### config.mk
export PLATFORM = sky130hd
export DESIGN_NAME = i2cs_regaccess
export DESIGN_NICKNAME = d
export VERILOG_FILES = /design/src/rtl/i2cs_pkg.sv /design/src/rtl/i2cs_ptr.sv /design/src/rtl/i2cs_regfile.sv /design/src/rtl/i2cs_regaccess.sv
export SDC_FILE = /design/constraint.sdc
export NUM_CORES = 1
export LEC_CHECK = 0
export CAP_MARGIN = 10
export CORE_ASPECT_RATIO = 0.5
export CORE_MARGIN = 5
export CORE_UTILIZATION = 30
export CTS_CLUSTER_SIZE = 40
export DETAILED_ROUTE_END_ITERATION = 8
export GPL_ROUTABILITY_DRIVEN = 0
export SYNTH_ARGS = -nofsm -noshare
export SYNTH_HDL_FRONTEND = slang
export SYNTH_HIERARCHICAL = 1
export SYNTH_SLANG_ARGS = --single-unit
### constraint.sdc
create_clock -name clk -period 7.8 [get_ports clk]
set_clock_uncertainty 0.1 [all_clocks]
set_input_delay 1.56 -clock clk [delete_from_list [all_inputs] [get_ports clk]]
set_output_delay 1.56 -clock clk [all_outputs]
set_load 0.02 [all_outputs]
### src/rtl/i2cs_pkg.sv
package i2cs_pkg;
    localparam int PTR_W_DEF   = 8;
    localparam int DATA_W_DEF  = 8;
    localparam int NREGS_DEF   = 16;

    typedef enum logic [1:0] {
        PH_IDLE = 2'd0,
        PH_ADDR = 2'd1,
        PH_DATA = 2'd2
    } phase_e;

    typedef struct packed {
        logic ack_vld;
        logic ack;
        logic rd_vld;
        logic done;
    } resp_flags_t;

    function automatic logic ptr_hits_reg(input logic [31:0] ptr, input int nregs);
        return ptr < 32'(nregs);
    endfunction
endpackage

### src/rtl/i2cs_ptr.sv
module i2cs_ptr
    import i2cs_pkg::*;
#(
    parameter int PTR_W = PTR_W_DEF
) (
    input  logic             clk,
    input  logic             rst,
    input  logic             start_i,
    input  logic             start_rd_i,
    input  logic             wr_vld_i,
    input  logic [PTR_W-1:0] wr_data_i,
    input  logic             rd_req_i,
    output logic [PTR_W-1:0] ptr_o,
    output phase_e           phase_o,
    output logic             data_step_o
);
    phase_e           phase_q;
    logic [PTR_W-1:0] ptr_q;

    assign data_step_o = (phase_q == PH_DATA) && (wr_vld_i || rd_req_i);

    always_ff @(posedge clk) begin
        if (rst) begin
            phase_q <= PH_IDLE;
            ptr_q   <= '0;
        end else if (start_i) begin
            phase_q <= start_rd_i ? PH_DATA : PH_ADDR;
        end else if (wr_vld_i && phase_q == PH_ADDR) begin
            ptr_q   <= wr_data_i;
            phase_q <= PH_DATA;
        end else if (data_step_o) begin
            ptr_q   <= ptr_q + 1'b1;
        end
    end

    assign ptr_o   = ptr_q;
    assign phase_o = phase_q;

    // every data byte advances the pointer by one, wrapping naturally
    p_ptr_step_r6: assert property (@(posedge clk) disable iff (rst)
        (phase_q == PH_DATA && !start_i && (wr_vld_i || rd_req_i))
        |=> ptr_q == $past(ptr_q) + 1'b1);

    // a read-direction START keeps the pointer
    p_rd_start_keeps_ptr_r11: assert property (@(posedge clk) disable iff (rst)
        (start_i && start_rd_i) |=> (ptr_q == $past(ptr_q) && phase_q == PH_DATA));

    // the address byte loads the pointer
    p_addr_load_r3: assert property (@(posedge clk) disable iff (rst)
        (!start_i && wr_vld_i && phase_q == PH_ADDR) |=> ptr_q == $past(wr_data_i));
endmodule

### src/rtl/i2cs_regfile.sv
module i2cs_regfile
    import i2cs_pkg::*;
#(
    parameter int PTR_W  = PTR_W_DEF,
    parameter int DATA_W = DATA_W_DEF,
    parameter int NREGS  = NREGS_DEF
) (
    input  logic              clk,
    input  logic              rst,
    input  logic [PTR_W-1:0]  addr_i,
    input  logic              we_i,
    input  logic [DATA_W-1:0] wdata_i,
    output logic [DATA_W-1:0] rdata_o
);
    localparam int IDX_W = (NREGS > 1) ? $clog2(NREGS) : 1;

    logic [NREGS-1:0][DATA_W-1:0] mem_q;
    logic                         hit;
    logic [IDX_W-1:0]             idx;

    assign hit = ptr_hits_reg(32'(addr_i), NREGS);
    assign idx = IDX_W'(addr_i);

    always_ff @(posedge clk) begin
        if (rst) begin
            mem_q <= '0;
        end else begin
            for (int i = 0; i < NREGS; i++) begin
                if (we_i && hit && idx == IDX_W'(i)) mem_q[i] <= wdata_i;
            end
        end
    end

    assign rdata_o = hit ? mem_q[idx] : '0;

    // a write to reserved space leaves every register as it was
    p_rsv_write_drop_r9: assert property (@(posedge clk) disable iff (rst)
        (we_i && !hit) |=> $stable(mem_q));

    // a write to an implemented register lands there
    p_impl_write_r4: assert property (@(posedge clk) disable iff (rst)
        (we_i && hit) |=> mem_q[$past(idx)] == $past(wdata_i));
endmodule

### src/rtl/i2cs_regaccess.sv
module i2cs_regaccess
    import i2cs_pkg::*;
#(
    parameter int PTR_W  = PTR_W_DEF,
    parameter int DATA_W = DATA_W_DEF,
    parameter int NREGS  = NREGS_DEF
) (
    input  logic              clk,
    input  logic              rst,
    input  logic              start_i,
    input  logic              start_rd_i,
    input  logic              wr_vld_i,
    input  logic [DATA_W-1:0] wr_data_i,
    input  logic              rd_req_i,
    output logic              ack_vld_o,
    output logic              ack_o,
    output logic              rd_vld_o,
    output logic [DATA_W-1:0] rd_data_o,
    output logic              done_o
);
    logic [PTR_W-1:0]  ptr;
    phase_e            phase;
    logic              data_step;
    logic              data_we;
    logic [DATA_W-1:0] rf_rdata;
    resp_flags_t       flags_q;
    logic [DATA_W-1:0] rd_data_q;

    i2cs_ptr #(.PTR_W(PTR_W)) u_ptr (
        .clk         (clk),
        .rst         (rst),
        .start_i     (start_i),
        .start_rd_i  (start_rd_i),
        .wr_vld_i    (wr_vld_i),
        .wr_data_i   (PTR_W'(wr_data_i)),
        .rd_req_i    (rd_req_i),
        .ptr_o       (ptr),
        .phase_o     (phase),
        .data_step_o (data_step)
    );

    assign data_we = wr_vld_i && !start_i && phase == PH_DATA;

    i2cs_regfile #(.PTR_W(PTR_W), .DATA_W(DATA_W), .NREGS(NREGS)) u_rf (
        .clk     (clk),
        .rst     (rst),
        .addr_i  (ptr),
        .we_i    (data_we),
        .wdata_i (wr_data_i),
        .rdata_o (rf_rdata)
    );

    always_ff @(posedge clk) begin
        if (rst) begin
            flags_q   <= '0;
            rd_data_q <= '0;
        end else begin
            flags_q.ack_vld <= wr_vld_i;
            flags_q.ack     <= wr_vld_i && phase != PH_IDLE;
            flags_q.rd_vld  <= rd_req_i;
            flags_q.done    <= data_step && !start_i;
            rd_data_q       <= (rd_req_i && phase == PH_DATA) ? rf_rdata : '0;
        end
    end

    assign ack_vld_o = flags_q.ack_vld;
    assign ack_o     = flags_q.ack;
    assign rd_vld_o  = flags_q.rd_vld;
    assign done_o    = flags_q.done;
    assign rd_data_o = rd_data_q;

    // a read in reserved space returns zero
    p_rsv_read_zero_r8: assert property (@(posedge clk) disable iff (rst)
        (rd_req_i && !ptr_hits_reg(32'(ptr), NREGS)) |=> rd_data_o == '0);

    // any byte inside an open transaction is acknowledged
    p_open_ack_r7: assert property (@(posedge clk) disable iff (rst)
        (wr_vld_i && phase != PH_IDLE) |=> (ack_vld_o && ack_o));

    // a byte before any START is refused and completes nothing
    p_idle_nack_r2: assert property (@(posedge clk) disable iff (rst)
        (wr_vld_i && !start_i && phase == PH_IDLE) |=> (ack_vld_o && !ack_o && !done_o));

    // a read request always yields a read strobe the next cycle
    p_rd_strobe_r5: assert property (@(posedge clk) disable iff (rst)
        rd_req_i |=> rd_vld_o);
endmodule

==> reports/results.tsv, run 1 <==
metric	value	unit
met3_wirelength	536	µm
hpwlAfterDp	9.66	mm
timing.hold.ws	389	ps
post_drt_wl_per_cell	16.8	µm
synth.most_common_cell	sky130_fd_sc_hd__dfxtp_1	
crit_path_end_kind	flop	
setup_tns	0	ps
cp.arrival	4630	ps
placeableCoreArea	22600	µm²
area.sequential	3010	µm²
wl_met2	7.22	mm
leakage_power_figure	3.01	nW
post_layout_instance_count_excluding_filler_cells	940	
critPathSlowestCell	sky130_fd_sc_hd__nor4b_2	
top_layer	met4	
cpPeakStageDelay	950	ps
num_antenna_cells	0	
globalRoute.totalOverflow	0	
cts.reportedPaths.clkPinSlew	60	ps
synth.area.top_cells	sky130_fd_sc_hd__dfxtp_1 44%, sky130_fd_sc_hd__mux2i_1 20%, sky130_fd_sc_hd__mux4_2 11%, sky130_fd_sc_hd__nor2_1 7.3%, sky130_fd_sc_hd__nor4_4 1.9%	
drcViolationCount	0	
final_layout_size_suffix_gt1_share	17.7	%
initial_core_util	30.1	%
synth_top_cell_by_area	sky130_fd_sc_hd__dfxtp_1	
detailedPlace.worstSlack	2990	ps
layout_worst_path_cycle_share	57.1	%
syn-num-nets	636	
cp_max_fo	14	
max_clock_freq	0.225	GHz
die_w	223	µm
synth_warnings	6	
synth_cell_types	50	
ios	26	
rsz0062_at_grt	false	
antenna_violating_nets_post_route	0	
power_density	214	nW/µm²
cts_tree	yes	
worst_slew_pin_slew	1110	ps
cts_h_tree_lvls	4	
worstSkewPairLatency	430	ps
report.power.total	1.68	mW
detailed_place.area	7250	µm²
fillCellCount	2239	
clkSinkCount	150	
synthesis.area_per_instance	11.0	µm²
final_net_count	635	
route.layer.met1.wl	7.80	mm
outcome	finished, final reports clean	
setup.worst_path.start_class	primary input	
design.die.area	26000	µm²
numPlacedInstances	908	
cts_hold_buf	0	
finalWorstSetupSlack	3350	ps
synth-edff-count	0	
fraction_of_post_synthesis_cell_area_in_the_top_cell_type_by_area	44.1	%
cp_data_required_time	7980	ps
global_route.usage.total	12.5	%
synth.ff_latch_count	150	
final.min_clock_period	4450	ps
post-route-util	34.7	%
cts_buffers	17	
maximum_number_of_pins_on_one_net_before_global_route_repair	75	
worst-setup-path-type	in -> reg	
dr.pass1.iters	4	
finalHoldViolations	0	
ys_async_sr_fraction	0	%
placement_rows	39	
synth_ff_type	sky130_fd_sc_hd__dfxtp_1	
worstHoldPathType	reg -> reg	
netlist_area	6810	µm²
area.growth.synth_to_final	15.3	%
cts.repair.resized	0	
post_cts_buffers	0	
clock_tree.root_cell	sky130_fd_sc_hd__clkbuf_16	
starting_drc_count_in_detailed_routing	375	
area_occupied_by_multi_input_gates	3550	µm²
critical_path_cell_list	clkdlybuf4s50_1, nor4bb_1, or4b_4, nor4b_2, mux2i_1, nor2_1	
synthesis.instances	621	
detail_route.wirelength	15.7	mm
vdd_drop_max	0.157	mV
first_pass_grt_wire_length	25.5	mm
drv_slew	0	
cap_viol_max_count	0	
fin_area	7850	µm²
relSlewSlack	25.9	%
vias_in_the_first_global_route	4576	
timing.final.setup_violations	0	
io_buffer_count	25	
synth_seq_area_share	44.1	%
vias_per_cell	4.94	
synth.cells.most_frequent	150 x sky130_fd_sc_hd__dfxtp_1, 136 x sky130_fd_sc_hd__mux2i_1, 132 x sky130_fd_sc_hd__nor2_1, 32 x sky130_fd_sc_hd__mux4_2, 29 x sky130_fd_sc_hd__clkbuf_1	
via_count	4646	
grt_antenna_before_repair	0	
die_height	117	µm
cts_buffer_depth	2	
[area by class of cell]
| type | instances | area share, % |
|---|---|---|
| sequential | 150 | 38.3 |
| tap | 307 | 4.89 |
| inverter | 4 | 0.191 |
| clock buffer | 19 | 5.64 |
| timing repair buffer | 31 | 3.73 |
| multi-input combinational | 416 | 45.3 |
| clock inverter | 13 | 1.98 |
[sequential cells by signal, indices dropped and copies added (netlist names)]
register       cells
ack_o              1
ack_vld_o          1
done_o             1
rd_data_o          8
rd_vld_o           1
u_ptr/phase_o      2
u_ptr/ptr_o        8
u_rf/mem_q       128
[path summary, 6_finish.rpt]
| kind | start | end | slack (ps) | cells after the start |
|---|---|---|---|---|
| max reg2reg | u_ptr/phase_o[1] | u_rf/mem_q[38] | 4720 | 5 |
| min | u_rf/mem_q[18] | u_rf/mem_q[18] | 390 | 2 |
| max | start_i | u_rf/mem_q[38] | 3350 | 6 |
| min reg2reg | u_rf/mem_q[18] | u_rf/mem_q[18] | 390 | 2 |
[worst max-delay path: cells and delay by family]
kind | cells | cell delay [ps]
multiplexers | 1 | 280
AND/OR/NAND/NOR | 4 | 2160
buffers and inverters | 1 | 630
[cell usage in the layout, fill, tap and decap left out, types with 8 or more instances in the layout]
cell                              netlist  layout
sky130_fd_sc_hd__mux2_2                 8       8
sky130_fd_sc_hd__and2_2                 8       8
sky130_fd_sc_hd__mux2i_1              136     136
sky130_fd_sc_hd__clkdlybuf4s50_1        0      24
sky130_fd_sc_hd__dfxtp_1              150     147
sky130_fd_sc_hd__mux4_2                32      32
sky130_fd_sc_hd__a21oi_1               13      13
sky130_fd_sc_hd__o21ai_0               10      10
sky130_fd_sc_hd__nor2_1               132     132
sky130_fd_sc_hd__clkbuf_16              0      17
[power by group]
| part | internal, mW | switching, mW | total [mW] |
|---|---|---|---|
| clock network | 0.509 | 0.318 | 0.827 |
| logic | 0.0273 | 0.0514 | 0.0787 |
| registers | 0.770 | 0.00789 | 0.778 |
| total | 1.31 | 0.377 | 1.68 |
[cell families after synthesis]
logic type      Yosys count  synth area share (%)
mux                     176                  31.9
compound gates           44                  4.30
buf+inv                  55                  3.90
flops                   150                  44.1
simple gates            195                  15.6
fa+ha+maj                 1                 0.184
[routing by layer]
layer / GRT usage (%) / vias to the layer above
met1: 17.2 / 2295
met4: 3.96 / 0
met3: 2.61 / 18
li1: - / 2231
met5: 0 / -
met2: 20.0 / 102
(Power assumes the default switching activity.)
==> run 2: changes to the inputs <==
- clock period: 7.8 -> 4.25 ns (I/O delays scaled with it)
==> run 2 against run 1 <==
Against the previous run: wire length rose by 1.8%; via count shrank 0.56%; setup slack got worse by 2600 ps; sequential share of layout area fell by 0.49 points; critical endpoint is now u_rf/mem_q[110]; core utilization rose by 0.45 points; final area rose by 1.3%; highest routed layer unchanged; sequential power is 84% higher; die area did not move; count of clock-buffer cells in the layout rose by 1; largest cell class unchanged.
==> reports/results.tsv, run 2 (synthesis gave the netlist of run 1 again) <==
metric	value	unit
clkSinkCount	150	
die_w	223	µm
maximum_number_of_pins_on_one_net_before_global_route_repair	80	
leakage_power_figure	3.07	nW
rsz0062_at_grt	false	
largest_register_ff_count	128	
max_clock_freq	0.284	GHz
reg2reg_from	u_ptr/phase_o[1]	
registers.top_by_ff_count	u_rf/mem_q	
timing.final.setup_violations	0	
antenna_violating_nets_post_route	0	
setup_tns	0	ps
detail_route.wirelength	16.0	mm
vdd_drop_max	0.306	mV
worstSkewPairLatency	420	ps
ios	26	
post_drt_wl_per_cell	16.8	µm
placement_rows	39	
worstHoldPathType	reg -> reg	
hpwlAfterDp	10.1	mm
globalRoute.totalOverflow	0	
cap_viol_max_count	0	
setup.worst_path.start_class	primary input	
cts.reportedPaths.clkPinSlew	60	ps
cts_h_tree_lvls	4	
layout_worst_path_cycle_share	82.8	%
vias_per_cell	4.85	
cts_tree	yes	
post-route-util	35.2	%
drcViolationCount	0	
reg2reg_setup_slack	1270	ps
timing.hold.worst.start	u_rf/mem_q[98]	
cts.repair.resized	0	
final_net_count	647	
final.min_clock_period	3520	ps
post_cts_buffers	0	
first_pass_grt_wire_length	25.8	mm
most-common-layout-cells	147 x sky130_fd_sc_hd__dfxtp_1, 136 x sky130_fd_sc_hd__mux2i_1, 132 x sky130_fd_sc_hd__nor2_1	
die_height	117	µm
power_density	391	nW/µm²
relSlewSlack	23.1	%
starting_drc_count_in_detailed_routing	316	
detailed_place.area	7340	µm²
drv_slew	0	
crit_path_start	wr_vld_i	
finalHoldViolations	0	
cp_data_required_time	4430	ps
design.die.area	26000	µm²
cp_max_fo	14	
final_layout_size_suffix_gt1_share	19.2	%
crit_path_end_kind	flop	
placeableCoreArea	22600	µm²
cts_buffers	17	
area_occupied_by_multi_input_gates	3550	µm²
layout_commonest_cell	sky130_fd_sc_hd__dfxtp_1	
clock_tree.root_cell	sky130_fd_sc_hd__clkbuf_16	
num_antenna_cells	0	
worst-setup-path-type	in -> reg	
area.sequential	3010	µm²
outcome	finished, final reports clean	
fin_area	7950	µm²
global_route.usage.total	12.6	%
via_count	4620	
area.growth.synth_to_final	16.8	%
cp.arrival	3690	ps
io_buffer_count	25	
initial_core_util	30.1	%
cts_hold_buf	0	
grt_antenna_before_repair	0	
worst_slew_pin_slew	1140	ps
vias_in_the_first_global_route	4711	
fillCellCount	2212	
dr.pass1.iters	5	
cts_buffer_depth	2	
## run 2: changes by cell type in the layout (fill, tap and decap cells not counted), sizes merged
cell / previous run / this run
buf: 7 / 19
clkbuf: 19 / 20
inv: 5 / 4
clkinv: 6 / 5
clkinvlp: 3 / 4
## run 2: power breakdown
group | total (mW) | internal (mW) | switching (mW)
clock | 1.54 | 0.952 | 0.588
combinational | 0.137 | 0.0523 | 0.0851
sequential | 1.43 | 1.41 | 0.0218
total | 3.11 | 2.42 | 0.695
## run 2: worst max-delay path, cell delays in order
cell and delay [ps]:
sky130_fd_sc_hd__clkdlybuf4s50_1 590, sky130_fd_sc_hd__nor4bb_1 410, sky130_fd_sc_hd__or4b_4 670, sky130_fd_sc_hd__or4b_2 880, sky130_fd_sc_hd__mux2i_1 230, sky130_fd_sc_hd__nor2_1 60
## run 2: path summary, 6_finish.rpt
kind | endpoint | cells past startpoint
worst min-delay path | u_rf/mem_q[98] | 2
worst max register to register | u_rf/mem_q[110] | 5
worst min register to register | u_rf/mem_q[98] | 2
worst max-delay path | u_rf/mem_q[110] | 6
## run 2: stage by stage
stage | cells | setup slack, ps | hold slack, ps | total power, mW
after floorplan | 621 | 1390 | 355 | 1.55
after global placement | 920 | 370 | 367 | 1.60
after detailed placement | 920 | 314 | 376 | 1.60
after CTS | 952 | 755 | 391 | 3.14
after global routing | 952 | 604 | 423 | 3.21
final | 952 | 732 | 386 | 3.11
## run 2: routing by layer
layer / up-vias / routed length (µm) / global-route usage [%]
met5: - / 0 / 0
met4: 0 / 239 / 4.28
met3: 19 / 722 / 2.84
met2: 83 / 7600 / 20.9
met1: 2261 / 7470 / 16.3
li1: 2257 / - / -
## run 2: area by class of cell
class | instances | area share, %
Timing Repair Buffer | 43 | 4.82
Clock inverter | 12 | 1.92
Clock buffer | 20 | 5.74
Multi-Input combinational cell | 416 | 44.7
Tap cell | 307 | 4.83
Inverter | 4 | 0.189
Sequential cell | 150 | 37.8
